<file path="config.mk">
export PLATFORM = sky130hd
export DESIGN_NAME = pwr_budget_arbiter
export DESIGN_NICKNAME = d
export VERILOG_FILES = /design/src/rtl/pwr_arb_pkg.sv /design/src/rtl/pwr_meter.sv /design/src/rtl/pwr_pick.sv /design/src/rtl/pwr_port.sv /design/src/rtl/pwr_budget_arbiter.sv
export SDC_FILE = /design/constraint.sdc
export NUM_CORES = 1
export LEC_CHECK = 0
export ABC_AREA = 1
export BUFFER_PORTS_ARGS = -buffer_cell sky130_fd_sc_hd__buf_4
export CAP_MARGIN = 30
export CORE_ASPECT_RATIO = 0.7
export CORE_MARGIN = 2
export CORE_UTILIZATION = 55
export DETAILED_ROUTE_END_ITERATION = 16
export PLACE_DENSITY = 0.77
export SLEW_MARGIN = 20
export SYNTH_ARGS = -nofsm -noshare
export SYNTH_HDL_FRONTEND = slang
export SYNTH_SLANG_ARGS = --single-unit
</file>
<file path="constraint.sdc">
create_clock -name clk -period 28.8 [get_ports clk]
set_input_delay 5.76 -clock clk [delete_from_list [all_inputs] [get_ports clk]]
set_output_delay 5.76 -clock clk [all_outputs]
set_load 0.01 [all_outputs]
</file>
<file path="src/rtl/pwr_arb_pkg.sv">
package pwr_arb_pkg;

  localparam int PWR_W = 16;

  typedef enum logic [1:0] {
    PS_IDLE = 2'd0,
    PS_ON   = 2'd1,
    PS_WAIT = 2'd2,
    PS_LOCK = 2'd3
  } pstate_t;

  // requested power for a class code, 0.1 W units
  function automatic logic [PWR_W-1:0] class_req(input logic [1:0] code, input logic plus_ok);
    logic [PWR_W-1:0] r;
    case (code)
      2'd0:    r = PWR_W'(40);
      2'd1:    r = PWR_W'(70);
      2'd2:    r = PWR_W'(154);
      default: r = plus_ok ? PWR_W'(300) : PWR_W'(154);
    endcase
    return r;
  endfunction

endpackage

</file>
<file path="src/rtl/pwr_meter.sv">
module pwr_meter #(
  parameter int NPORT = 8,
  parameter int PW    = 16,
  parameter int AW    = PW + 8
) (
  input  logic [NPORT-1:0]    on_i,
  input  logic [PW*NPORT-1:0] meas_i,
  input  logic [PW-1:0]       budget_i,
  output logic [AW-1:0]       total_o,
  output logic [AW-1:0]       t85_o,
  output logic                over_o,
  output logic                flood_o
);

  logic [AW-1:0] t110;

  always_comb begin
    total_o = '0;
    for (int i = 0; i < NPORT; i++) begin
      if (on_i[i]) total_o = total_o + AW'(meas_i[PW*i +: PW]);
    end
  end

  assign t85_o   = (AW'(budget_i) * AW'(85)) / AW'(100);
  assign t110    = AW'(budget_i) + AW'(budget_i) / AW'(10);
  assign over_o  = total_o > AW'(budget_i);
  assign flood_o = total_o > t110;

endmodule

</file>
<file path="src/rtl/pwr_pick.sv">
module pwr_pick #(
  parameter int NPORT = 8
) (
  input  logic [NPORT-1:0] on_i,
  input  logic [NPORT-1:0] low_on_i,
  input  logic [NPORT-1:0] cand_i,
  output logic [NPORT-1:0] shed_oh_o,
  output logic [NPORT-1:0] low_oh_o,
  output logic [NPORT-1:0] cand_oh_o
);

  logic [NPORT-1:0] hi_oh;

  // highest-numbered set bit wins for shedding
  always_comb begin
    low_oh_o = '0;
    hi_oh    = '0;
    for (int i = 0; i < NPORT; i++) begin
      if (low_on_i[i]) begin
        low_oh_o    = '0;
        low_oh_o[i] = 1'b1;
      end
      if (on_i[i]) begin
        hi_oh    = '0;
        hi_oh[i] = 1'b1;
      end
    end
  end

  assign shed_oh_o = (|low_on_i) ? low_oh_o : hi_oh;

  // lowest-numbered candidate wins for admission
  always_comb begin
    cand_oh_o = '0;
    for (int i = NPORT - 1; i >= 0; i--) begin
      if (cand_i[i]) begin
        cand_oh_o    = '0;
        cand_oh_o[i] = 1'b1;
      end
    end
  end

endmodule

</file>
<file path="src/rtl/pwr_port.sv">
module pwr_port
  import pwr_arb_pkg::*;
(
  input  logic    clk,
  input  logic    rst_n,
  input  logic    exists_i,
  input  logic    unplug_i,
  input  logic    ovl_i,
  input  logic    go_on_i,
  input  logic    go_wait_i,
  output pstate_t state_o
);

  pstate_t nx;

  always_comb begin
    nx = state_o;
    if (!exists_i || unplug_i)            nx = PS_IDLE;
    else if (state_o == PS_ON && ovl_i)   nx = PS_LOCK;
    else if (go_on_i)                     nx = PS_ON;
    else if (go_wait_i)                   nx = PS_WAIT;
  end

  always_ff @(posedge clk) begin
    if (!rst_n) state_o <= PS_IDLE;
    else        state_o <= nx;
  end

  p_lock_hold_r5: assert property (@(posedge clk) disable iff (!rst_n)
    (state_o == PS_LOCK && exists_i && !unplug_i) |=> state_o == PS_LOCK)
    else $error("lock released without unplug");

  p_unplug_idle_r6: assert property (@(posedge clk) disable iff (!rst_n)
    unplug_i |=> state_o == PS_IDLE)
    else $error("unplug did not idle the port");

endmodule

</file>
<file path="src/rtl/pwr_budget_arbiter.sv">
module pwr_budget_arbiter
  import pwr_arb_pkg::*;
#(
  parameter int NPORT = 8,
  parameter int PW    = PWR_W,
  parameter int CW    = $clog2(NPORT + 1)
) (
  input  logic                clk,
  input  logic                rst_n,
  input  logic [PW-1:0]       budget_i,
  input  logic [CW-1:0]       hi_cnt_i,
  input  logic [CW-1:0]       plus_cnt_i,
  input  logic                all_ports_i,
  input  logic [NPORT-1:0]    req_i,
  input  logic [2*NPORT-1:0]  cls_i,
  input  logic [PW*NPORT-1:0] meas_i,
  input  logic [NPORT-1:0]    unplug_i,
  input  logic [NPORT-1:0]    ovl_i,
  output logic [NPORT-1:0]    on_o,
  output logic [2*NPORT-1:0]  status_o
);

  localparam int AW = PW + 8;

  pstate_t          st [NPORT];
  logic [NPORT-1:0] exists, himask, plusmask;
  logic [NPORT-1:0] on_vec, wait_vec, idle_vec, on_eff, low_on, cand_vec;
  logic [NPORT-1:0] shed_oh, low_oh, cand_oh, go_on, go_wait;
  logic [CW-1:0]    hi_eff, plus_eff;
  logic [AW-1:0]    total, t85, cand_req;
  logic             over, flood, fits, cand_any, cand_hi;

  assign hi_eff   = (hi_cnt_i   > CW'(NPORT)) ? CW'(NPORT) : hi_cnt_i;
  assign plus_eff = (plus_cnt_i > CW'(NPORT)) ? CW'(NPORT) : plus_cnt_i;

  for (genvar g = 0; g < NPORT; g++) begin : g_port
    assign exists[g]   = all_ports_i || (g < NPORT / 2);
    assign himask[g]   = CW'(g) < hi_eff;
    assign plusmask[g] = CW'(g) < plus_eff;
    assign on_vec[g]   = st[g] == PS_ON;
    assign wait_vec[g] = st[g] == PS_WAIT;
    assign idle_vec[g] = st[g] == PS_IDLE;
    assign status_o[2*g +: 2] = st[g];

    pwr_port u_port (
      .clk       (clk),
      .rst_n     (rst_n),
      .exists_i  (exists[g]),
      .unplug_i  (unplug_i[g]),
      .ovl_i     (ovl_i[g]),
      .go_on_i   (go_on[g]),
      .go_wait_i (go_wait[g]),
      .state_o   (st[g])
    );
  end

  assign on_o     = on_vec;
  assign on_eff   = on_vec & exists;
  assign low_on   = on_eff & ~himask;
  assign cand_vec = exists & ((idle_vec & req_i) | wait_vec);

  pwr_meter #(.NPORT(NPORT), .PW(PW), .AW(AW)) u_meter (
    .on_i     (on_eff),
    .meas_i   (meas_i),
    .budget_i (budget_i),
    .total_o  (total),
    .t85_o    (t85),
    .over_o   (over),
    .flood_o  (flood)
  );

  pwr_pick #(.NPORT(NPORT)) u_pick (
    .on_i      (on_eff),
    .low_on_i  (low_on),
    .cand_i    (cand_vec),
    .shed_oh_o (shed_oh),
    .low_oh_o  (low_oh),
    .cand_oh_o (cand_oh)
  );

  always_comb begin
    cand_req = '0;
    for (int i = 0; i < NPORT; i++) begin
      if (cand_oh[i]) cand_req = AW'(class_req(cls_i[2*i +: 2], plusmask[i]));
    end
  end

  assign cand_any = |cand_vec;
  assign cand_hi  = |(cand_oh & himask);
  assign fits     = (total + cand_req) <= t85;

  // one decision class per cycle: flood, single shed, or one admission
  always_comb begin
    go_on   = '0;
    go_wait = '0;
    if (flood) begin
      go_wait = low_on;
    end else if (over) begin
      go_wait = shed_oh;
    end else if (cand_any) begin
      if (fits) go_on = cand_oh;
      else      go_wait = cand_oh | (cand_hi ? low_oh : '0);
    end
  end

  p_no_grant_r2: assert property (@(posedge clk) disable iff (!rst_n)
    (!over && !fits) |=> ((on_vec & ~$past(on_eff)) == '0))
    else $error("port admitted beyond the reserve");

  p_one_shed_r3: assert property (@(posedge clk) disable iff (!rst_n)
    (over && !flood) |=> $countones($past(on_eff) & wait_vec) <= 1)
    else $error("more than one port shed");

  p_flood_r4: assert property (@(posedge clk) disable iff (!rst_n)
    flood |=> ((on_vec & ~$past(himask)) == '0))
    else $error("low-priority port still on after flood");

  p_half_r9: assert property (@(posedge clk) disable iff (!rst_n)
    !all_ports_i |=> on_vec[NPORT-1:NPORT/2] == '0)
    else $error("absent port powered");

endmodule

</file>
# ---- Word-level counts from Yosys, hierarchy flattened
# Index checks and enable logic that the tools add are counted.
dict set report totals {
  regBits 16
  in_bits 195
  out_inout_bits 24
  wordCells 222
}
dict set report classes {
  add_sub_neg 9
  multipliers 1
  div 2
  order_cmp 21
  eq_ne 32
  mux 92
  n_bitwise 9
  reduce_logical 48
}
# operator count
set ops {}
lappend ops {{2-to-1 mux 24 bit} 13}
lappend ops {{case mux 9 bit (3 select lines)} 8}
lappend ops {{2-to-1 mux 8 bit} 20}
lappend ops {{adder 24 x 16 -> 24 bit} 6}
lappend ops {{2-to-1 mux 9 bit} 8}
lappend ops {{2-to-1 mux 2 bit} 26}
lappend ops {{2-to-1 mux 16 bit} 3}
lappend ops {{bitwise AND 8 bit} 5}
lappend ops {{equality test 2 x 1 -> 1 bit (second input constant)} 16}
lappend ops {{equality test 2 bit (second input constant)} 16}
lappend ops {{zero test 2 bit} 16}
lappend ops {{less-than comparator 3 x 4 -> 1 bit (first input constant)} 8}
lappend ops {{adder 16 x 24 -> 24 bit} 1}
lappend ops {{adder 24 bit} 1}
lappend ops {{divider 16 x 4 -> 24 bit (second input constant)} 1}
lappend ops {{divider 23 x 7 -> 24 bit (second input constant)} 1}
lappend ops {{> comparator 24 x 16 -> 1 bit} 1}
lappend ops {{> comparator 24 bit} 1}
lappend ops {{less-or-equal comparator 24 bit} 1}
lappend ops {{nonzero test 3 bit} 8}
lappend ops {{OR reduction 8 bit} 3}
lappend ops {{multiplier 16 x 7 -> 23 bit (second input constant)} 1}
lappend ops {{adder 16 x 16 -> 17 bit} 1}
lappend ops {{less-than comparator 1 x 4 -> 1 bit (first input constant)} 4}
lappend ops {{15 further kinds} 45}

# ---- Depth between registers and ports, before layout
# Gate-level depths: netlist of run 1.
dict set report depth {
  word_depth 29
  ltp_mapped 123
  ltp_nobuf 123
}

# ---- By module
# From an unflattened synthesis of run 1, not the netlist that was laid out.
dict set report unflattened {
  cells_unflattened 2866
  area_unflattened_um2 17100.2
}
# module instances cells_per_inst area_each_um2 seq_area_each_um2
set by_module_without_submodules {}
lappend by_module_without_submodules {pwr_meter 1 2110 12784.8 0.0}
lappend by_module_without_submodules {pwr_budget_arbiter 1 549 3140.5 0.0}
lappend by_module_without_submodules {pwr_port 8 15 98.8 40.0}
lappend by_module_without_submodules {pwr_pick 1 87 384.1 0.0}

# ---- Worst setup path before layout of run 1
# No wires, ideal clock.
dict set report synth_path {
  path_kind {input to register}
  startpoint {input budget_i[1]}
  endpoint {register g_port[2].u_port.state_o[1]}
  setup_ns 0.115
  t_arrival_ns 16.900
  t_required_ns 28.685
  slack_ns 11.785
  stages 102
  n_path_buf 1
  path_cell_list {ha_1 > fa_1 > ha_1 > inv_1 > fa_1 > inv_1 > ha_1 > nand2_1 > inv_1 > nand2_1 > nand2_1 > nand2_1 > nand3_2 > a21oi_1 > xor2_1 > nand4_2 > nand2_2 > nand2_2 > [66 not listed] > nand2_1 > nor2_2 > ha_1 > nor2_1 > nor2_1 > o21a_1 > o221ai_1 > nand2_1 > o2111ai_1 > a21oi_1 > o21ai_0 > nor2_1 > o2111ai_1 > clkbuf_1 > nand3_1 > o21ai_0 > a21oi_1 > a2111oi_0}
}
dict set report synth_via {
  elab_chain_len 9
  elab_cells_between_ends 18
  cone_classes {add/sub: 1; mul: 1; div: 2; order compare: 3; mux: 10; reduce/logical: 1}
}
# item line_no
set synth_lines {}
lappend synth_lines {{start, declared} pwr_budget_arbiter.sv:10} ;# input logic [PW-1:0] budget_i,
lappend synth_lines {{multiplier 16 x 7 -> 23 bit} pwr_meter.sv:24} ;# assign t85_o = (AW'(budget_i) * AW'(85)) / AW'(100);
lappend synth_lines {{divider 23 x 7 -> 24 bit} pwr_meter.sv:24}
lappend synth_lines {{less-or-equal comparator 24 bit} pwr_budget_arbiter.sv:90} ;# assign fits = (total + cand_req) <= t85;
lappend synth_lines {{2-to-1 mux 8 bit} pwr_budget_arbiter.sv:101} ;# if (fits) go_on = cand_oh;
lappend synth_lines {{2-to-1 mux 8 bit} pwr_budget_arbiter.sv:100} ;# end else if (cand_any) begin
lappend synth_lines {{2-to-1 mux 8 bit} pwr_budget_arbiter.sv:98} ;# end else if (over) begin
lappend synth_lines {{2-to-1 mux 8 bit} pwr_budget_arbiter.sv:96} ;# if (flood) begin
lappend synth_lines {{2-to-1 mux 2 bit} pwr_port.sv:20} ;# else if (go_on_i) nx = PS_ON;
lappend synth_lines {{2-to-1 mux 2 bit} pwr_port.sv:19} ;# else if (state_o == PS_ON && ovl_i) nx = PS_LOCK;
lappend synth_lines {{end signal, assigned} pwr_port.sv:26} ;# else state_o <= nx;
lappend synth_lines {{end, declared} pwr_port.sv:11} ;# output pstate_t state_o
# Parallel ways exist; a longest one is shown, timed or not.
# A chain may end at the register's enable or synchronous reset.

# ---- Final worst setup path of run 1
dict set report layout_path {
  startpoint {input budget_i[13]}
  endpoint {register g_port[7].u_port.state_o[0]}
}
dict set report layout_via {
  elab_chain_len 9
  elab_cells_between_ends 18
  cone_classes {add/sub: 1; mul: 1; div: 2; order compare: 3; mux: 10; reduce/logical: 1}
}
# item line_no
set layout_lines {}
lappend layout_lines {{multiplier 16 x 7 -> 23 bit} pwr_meter.sv:24}
lappend layout_lines {{divider 23 x 7 -> 24 bit} pwr_meter.sv:24}
lappend layout_lines {{less-or-equal comparator 24 bit} pwr_budget_arbiter.sv:90}
lappend layout_lines {{2-to-1 mux 8 bit} pwr_budget_arbiter.sv:101}
lappend layout_lines {{2-to-1 mux 8 bit} pwr_budget_arbiter.sv:100}
lappend layout_lines {{2-to-1 mux 8 bit} pwr_budget_arbiter.sv:98}
lappend layout_lines {{2-to-1 mux 8 bit} pwr_budget_arbiter.sv:96}
lappend layout_lines {{2-to-1 mux 2 bit} pwr_port.sv:20}
lappend layout_lines {{2-to-1 mux 2 bit} pwr_port.sv:19}
lappend layout_lines {{end signal, assigned} pwr_port.sv:26}
lappend layout_lines {{end, declared} pwr_port.sv:11}
# Parallel ways exist; a longest one is shown, timed or not.

==> out/summary.log, run 1 <==
INFO  sta            timing.final.setup_violations=0
INFO  yosys          ys_seq_elements=16
INFO  global_route   grt_first_pass_wirelength=77500um
INFO  yosys          synth.top_cells.by_area=sky130_fd_sc_hd__ha_1 22%, sky130_fd_sc_hd__nand2_1 13%, sky130_fd_sc_hd__inv_1 10%, sky130_fd_sc_hd__o21ai_0 6.7%, sky130_fd_sc_hd__xor2_1 6.2%
INFO  drt            route.final.wire_length=48200um
INFO  yosys          yosysWarningCount=0
INFO  critical_path  slowest_delay=510ps
INFO  global_route   antenna_violations_before_repair=2
INFO  worst_hold_path min_from=g_port[1].u_port.state_o[0]$_SDFFE_PP0P_
INFO  placement      port_buffers=218
INFO  worst_hold_path hold_end=g_port[1].u_port.state_o[0]$_SDFFE_PP0P_
INFO  sta            finalHoldViolCount=0
INFO  finish         reg.largest.list=g_port.u_port.state_o x16
INFO  finish         drive_gt1_share=15.3%
INFO  sta            layout_worst_path_cycle_share=66.1%
INFO  placement      dp_hpwl=42400um
INFO  drt            vias=17400
INFO  sta            finalWorstPathRequiredPeriod=19030ps
INFO  critical_path  worst_setup_path_end_kind=flip-flop
INFO  cts            clock_tree.root_cell=sky130_fd_sc_hd__clkbuf_16
INFO  drt            drc=0
INFO  yosys          ys_top_cells_by_count=556 x sky130_fd_sc_hd__nand2_1, 438 x sky130_fd_sc_hd__inv_1, 276 x sky130_fd_sc_hd__ha_1
INFO  yosys          synth_flop_cell=sky130_fd_sc_hd__dfxtp_1
INFO  yosys          seq_area_frac_synth=2.02%
INFO  yosys          synth_top_area_share=21.8%
INFO  critical_path  timing.rr.end=g_port[2].u_port.state_o[1]$_SDFFE_PP0P_
INFO  cts            postCtsSetupRepairBufs=0
INFO  cts            cts_hold_repair_buffers=0
INFO  drt            ant_nets=0
INFO  yosys          mappedNetlistNets=3117
INFO  cts            clock_sink_count=16
INFO  cts            cts-root-to-sink-buffers=2
INFO  critical_path  crit_type=input port to flip-flop
INFO  finish         fillCellCount=2654
INFO  drt            wl_per_cell=15.0um
INFO  cts            worst_setup_hold_path_clk_slew=60ps
INFO  outcome        outcome=finished, final reports clean
INFO  finish         largest-register=g_port.u_port.state_o
INFO  floorplan      dieArea=0.0302mm2
INFO  critical_path  data_arrival_time_of_the_critical_path=19170ps
INFO  cts            cts_htree_levels=1
INFO  global_route   grt_pass1_vias=15900
INFO  sta            fin_setup_tns=0ps
INFO  yosys          synth.avg_cell_area=6.06um2
INFO  global_route   grt_remaining_overflow=0
INFO  drt            initialDrtViolationCount=1214
INFO  finish         largest_reg_flops=16
INFO  critical_path  cp_slowest_cell=sky130_fd_sc_hd__nor2_1
INFO  cts            cts_made_buffers=3
INFO  global_route   global_route.usage.total=30.9%
INFO  yosys          post_synth_num_cell_types=60
INFO  critical_path  cp_common_cell=sky130_fd_sc_hd__nor2_1
INFO  floorplan      fp_rows=51
INFO  cts            clock_insertion_delay_worst_skew=250ps
INFO  critical_path  startpoint_of_the_worst_slack_reg_to_reg_timing_path=g_port[0].u_port.state_o[0]$_SDFFE_PP0P_
INFO  worst_hold_path holdPathStages=2
INFO  worst_hold_path timing.hold.worst.class=flip-flop to flip-flop
INFO  yosys          post-synth-top-count-cell=sky130_fd_sc_hd__nand2_1
INFO  yosys          syn-cell-area=0.0159mm2
INFO  cts            cts.repair.resized=0
INFO  sta            slew_viol_final=0
INFO  critical_path  critPathLaunchType=input port
INFO  floorplan      die-width=207um
INFO  floorplan      core-area=0.0281mm2
INFO  finish         syn_to_final_growth=14.1%
INFO  yosys          synth_async_sr_flop_share=0%
INFO  sta            max_slew.worst_pin.slew=1020ps
INFO  yosys          synthCells=2615
INFO  floorplan      die_h=146um
INFO  cts            cts_tree=yes
INFO  yosys          synth-edff-count=0
INFO  sta            setup_repair_after_global_routing_missed_its_margin=no
INFO  critical_path  r2r_slack=14700ps
INFO  drt            drt_first_pass_iters=10
INFO  floorplan      io_pins=219
INFO  critical_path  worst_r2r_path_depth=59
INFO  critical_path  critical_path_peak_fanout=12
INFO  critical_path  required=28940ps
INFO  yosys          synth_top_area_cell=sky130_fd_sc_hd__ha_1
INFO  sta            max-slew-margin-rel=31.0%
INFO  drt            routed_via_density=5.42
INFO  flow_run       cap_violations=0
INFO  sta            clock-skew-final=5.76ps
INFO  global_route   grt_start_max_net_pins=40
INFO  sta            max_freq=0.0526GHz
INFO  finish         final_net_count=3332
INFO  floorplan      initial_core_util=56.5%
INFO  placement      placer_congestion=0.957
metrics by stage:
step	hold WS, ps	setup WS [ps]	area, um2	cells	utilization [%]
final	492	9770	18100	3201	64.5
after global routing	520	8050	18100	3201	64.5
after CTS	494	9900	18000	3196	64.3
after detailed placement	483	9690	18000	3192	64.0
after global placement	472	9880	17900	3187	63.9
after floorplan	492	11790	15900	2615	-
per-layer routing:
metal | share of wire, % | GRT usage, % | vias up
li1 | - | - | 8996
met1 | 50 | 46.6 | 7825
met2 | 41 | 46.7 | 506
met3 | 8.3 | 5.54 | 34
met4 | 0.74 | 3.48 | 2
met5 | 0.033 | 0 | -
how the worst max path moves through the flow:
stage / to / slack, ps / from
final: g_port[7].u_port.state_o[0]$_SDFFE_PP0P_ / 9770 / budget_i[13]
after global routing: g_port[5].u_port.state_o[0]$_SDFFE_PP0P_ / 8050 / budget_i[13]
after CTS: g_port[7].u_port.state_o[0]$_SDFFE_PP0P_ / 9900 / budget_i[13]
after detailed placement: g_port[7].u_port.state_o[0]$_SDFFE_PP0P_ / 9690 / budget_i[13]
after global placement: g_port[0].u_port.state_o[1]$_SDFFE_PP0P_ / 9880 / budget_i[13]
after floorplan: g_port[2].u_port.state_o[1]$_SDFFE_PP0P_ / 11790 / budget_i[1]
cell type report:
cell class / count / area [um2] / area share (%)
diodes: 1 / 2.50 / 0.0138
inverters: 473 / 1800 / 9.92
clock buffers: 4 / 88.8 / 0.491
repair buffers: 236 / 1780 / 9.85
well taps: 371 / 464 / 2.56
flip-flops and latches: 16 / 320 / 1.77
multi-input cells: 2100 / 13600 / 75.4
placed cells by master, fill, tap and decap left out, drive strengths merged, types with 18 or more instances in the layout:
| cell | n |
|---|---|
| inv | 460 |
| nor3 | 32 |
| xor2 | 113 |
| nand4 | 43 |
| ha | 276 |
| nor2 | 209 |
| buf | 234 |
| a31oi | 18 |
| fa | 31 |
| nand3 | 124 |
| nand2 | 658 |
| a21oi | 189 |
| o21bai | 27 |
| xnor2 | 50 |
| o21ai | 231 |
kinds of logic after synthesis:
group	count (synthesis)	share of synthesized area (%)
adders and majority gates	307	25.7
AOI/OAI and AO/OA	520	18.2
DFF	16	2.02
and+or+nand+nor	1108	33.0
buffers and inverters	499	11.9
xor gates and xnor gates	163	9.00
muxes	2	0.126
critical path, delay by kind of cell:
| kind | cells | cell delay [ps] |
|---|---|---|
| simple gates | 48 | 5350 |
| compound gates | 23 | 3980 |
| xor+xnor | 6 | 1360 |
| fa+ha+maj | 3 | 880 |
| buf+inv | 16 | 1810 |
Power of run 1 is not shown: default switching activity piles up to over one toggle a cycle in this logic, so the estimate is an artifact.
==> inputs of run 2 (changes only) <==
PLACE_DENSITY = 0.8   (was 0.77)
clock period = 15.6 ns   (was 28.8 ns; I/O delays follow)
==> out/summary.log, run 2 (synthesis results as in run 1) <==
INFO  finish         ff_latch_area=320um2 [unchanged]
INFO  finish         mostFrequentLayoutCells=490 x sky130_fd_sc_hd__nand2_1, 420 x sky130_fd_sc_hd__inv_1, 328 x sky130_fd_sc_hd__buf_4, 245 x sky130_fd_sc_hd__ha_1, 187 x sky130_fd_sc_hd__o21ai_0
INFO  critical_path  r2r_slack=2470ps [-12230 ps]
INFO  sta            clock-skew-final=2.53ps [-3.23 ps]
INFO  finish         reg.largest.list=g_port.u_port.state_o x16
INFO  placement      dp_hpwl=42000um [-0.96%]
INFO  worst_hold_path holdPathStages=2 [unchanged]
INFO  global_route   grt_start_max_net_pins=40 [unchanged]
INFO  finish         final_common_cell=sky130_fd_sc_hd__nand2_1
INFO  placement      placer_congestion=1.01 [+5.1%]
INFO  finish         drive_gt1_share=26.1% [+11 points]
INFO  placement      placed_cells=3241 [+1.5%]
INFO  worst_hold_path hold_end=g_port[3].u_port.state_o[0]$_SDFFE_PP0P_
INFO  floorplan      die_h=146um [unchanged]
INFO  finish         largest_reg_flops=16 [unchanged]
INFO  drt            initialDrtViolationCount=1676 [+38%]
INFO  critical_path  slowest_delay=510ps [about the same]
INFO  finish         layout.cells.non_filler=3312 [+3.5%]
INFO  floorplan      fp_rows=51 [unchanged]
INFO  drt            top_layer=met4
INFO  cts            clock_sink_count=16 [unchanged]
INFO  critical_path  critical_path_peak_fanout=7 [-5]
INFO  critical_path  worst_r2r_path_depth=61 [+3.4%]
INFO  cts            cts_tree=yes
INFO  critical_path  crit_type=input port to flip-flop
INFO  critical_path  worst_setup_path_end_kind=flip-flop
INFO  finish         multiInputGateArea=0.0153mm2 [+12%]
INFO  outcome        outcome=complete, but fails checks
INFO  drt            routed_via_density=5.57 [+2.6%]
INFO  sta            layout_worst_path_cycle_share=101%
INFO  drt            drt_first_pass_iters=5 [-5]
INFO  floorplan      die-width=207um [unchanged]
INFO  cts            cts-root-to-sink-buffers=2 [unchanged]
INFO  finish         final_net_count=3437 [+3.2%]
INFO  sta            finalWorstPathRequiredPeriod=15680ps
INFO  sta            max_slew.worst_pin.slew=1100ps [+77.0 ps]
INFO  drt            vias=18400 [+6.2%]
INFO  sta            timing.final.setup_violations=7 [+7]
INFO  cts            cts_htree_levels=1 [unchanged]
INFO  floorplan      core-area=0.0281mm2 [unchanged]
INFO  floorplan      io_pins=219 [unchanged]
INFO  drt            wl_met3=4400um [+11%]
INFO  worst_hold_path min_from=g_port[3].u_port.state_o[0]$_SDFFE_PP0P_
INFO  floorplan      dieArea=0.0302mm2 [unchanged]
INFO  global_route   grt_pass1_vias=16100 [+1.4%]
INFO  flow_run       cap_violations=0 [unchanged]
INFO  drt            drc=0 [unchanged]
INFO  drt            route.final.wire_length=52700um [+9.4%]
INFO  global_route   antenna_violations_before_repair=7 [+5]
INFO  sta            final_critical_path_setup_slack=-78.9ps [-9850 ps]
INFO  sta            slew_viol_final=0 [unchanged]
INFO  global_route   grt_remaining_overflow=0 [unchanged]
INFO  critical_path  cp_common_cell=sky130_fd_sc_hd__nand2_4
INFO  cts            worst_setup_hold_path_clk_slew=60ps [about the same]
INFO  finish         largest-register=g_port.u_port.state_o
INFO  sta            max-slew-margin-rel=26.1% [-4.9 points]
INFO  outcome        violations_in_the_final_reports=setup timing
INFO  cts            clock_insertion_delay_worst_skew=250ps [about the same]
INFO  sta            setup_repair_after_global_routing_missed_its_margin=yes
INFO  placement      dp_slack=-507ps [-10190 ps]
INFO  global_route   global_route.usage.total=30.6% [-0.37 points]
INFO  drt            routedLengthMet1=24400um [+2.2%]
INFO  cts            clock_tree.root_cell=sky130_fd_sc_hd__clkbuf_16
INFO  critical_path  cp_slowest_cell=sky130_fd_sc_hd__fa_1
INFO  worst_hold_path timing.hold.worst.class=flip-flop to flip-flop
INFO  sta            max_freq=0.0638GHz
INFO  drt            route.met2.wl=22900um [+15%]
INFO  global_route   grt_first_pass_wirelength=76500um [-1.2%]
INFO  critical_path  required=15770ps [-13170 ps]
INFO  placement      port_buffers=218 [unchanged]
INFO  finish         syn_to_final_growth=30.0%
INFO  floorplan      initial_core_util=56.5% [unchanged]
INFO  critical_path  data_arrival_time_of_the_critical_path=15850ps [-3320 ps]
INFO  critical_path  startpoint_of_the_worst_slack_reg_to_reg_timing_path=g_port[0].u_port.state_o[0]$_SDFFE_PP0P_
INFO  critical_path  critPathLaunchType=input port
INFO  drt            ant_nets=0 [unchanged]
INFO  cts            cts_made_buffers=3 [unchanged]
INFO  finish         fillCellCount=2286 [-14%]
INFO  drt            wl_per_cell=15.9um [+5.7%]
INFO  cts            cts_hold_repair_buffers=0 [unchanged]
INFO  sta            finalHoldViolCount=0 [unchanged]
INFO  critical_path  timing.rr.end=g_port[5].u_port.state_o[1]$_SDFFE_PP0P_
run 2: cell types whose count changed in the layout (fill, tap and decap cells not counted), moves of 17 or more:
cell                      change
sky130_fd_sc_hd__inv_1       -18
sky130_fd_sc_hd__ha_4        +24
sky130_fd_sc_hd__nand3_2     +18
sky130_fd_sc_hd__a21oi_1     -18
sky130_fd_sc_hd__buf_4       +99
sky130_fd_sc_hd__o21ai_0     -26
sky130_fd_sc_hd__nand2_1     -66
sky130_fd_sc_hd__nand2_4     +48
sky130_fd_sc_hd__nand3_1     -29
sky130_fd_sc_hd__nor2_1      -20
sky130_fd_sc_hd__ha_1        -31
sky130_fd_sc_hd__inv_2       +17
run 2: routing by layer:
layer	vias to the layer above	track usage [%]
met3	70	2.92
met5	-	0
met4	0	5.35
met2	679	46.7
li1	9200	-
met1	8483	46.4
run 2: worst max-delay path by stage:
stage	end	start	slack, ps	cells past startpoint
floorplan	g_port[2].u_port.state_o[1]$_SDFFE_PP0P_	budget_i[1]	1230	102
global placement	g_port[4].u_port.state_o[0]$_SDFFE_PP0P_	budget_i[1]	20	105
detailed placement	g_port[4].u_port.state_o[0]$_SDFFE_PP0P_	budget_i[1]	-510	103
CTS	g_port[1].u_port.state_o[0]$_SDFFE_PP0P_	budget_i[1]	10	102
global route	g_port[5].u_port.state_o[1]$_SDFFE_PP0P_	budget_i[7]	-720	107
finish	g_port[5].u_port.state_o[1]$_SDFFE_PP0P_	budget_i[0]	-80	108
run 2: timing repair:
| item | CTS | global route |
|---|---|---|
| setup buffers | 6 | 53 |
| gates resized for setup | 8 | 378 |
| setup endpoints to repair | 16 | 16 |
| pin swaps | 5 | 177 |
run 2: worst max-delay path: cells and delay by family:
| kind | cells | cell delay (ps) |
|---|---|---|
| AO/OA/AOI/OAI | 12 | 1810 |
| AND/OR/NAND/NOR | 79 | 7410 |
| buffers and inverters | 10 | 1090 |
| XOR/XNOR | 1 | 360 |
| adder cells (fa/ha/maj) | 6 | 1990 |
run 2: area by class of cell:
| class | count | share of cell area (%) |
|---|---|---|
| clock buffer | 4 | 0.431 |
| timing repair buffer | 341 | 12.7 |
| tap | 371 | 2.25 |
| sequential | 16 | 1.55 |
| inverter | 473 | 8.74 |
| multi-input combinational | 2100 | 74.2 |
| antenna | 7 | 0.0850 |
run 2: stage by stage:
step                      cell area [um2]  utilization, %  hold slack (ps)  TNS (ps)
after floorplan                     15900               -              492         0
after global placement              18300            65.3              471         0
after detailed placement            18300            65.3              474     -6500
after CTS                           18500            65.9              482         0
after global routing                20600            73.4              493     -9690
final                               20600            73.4              480      -230
Power of run 2 is left out for the same reason.
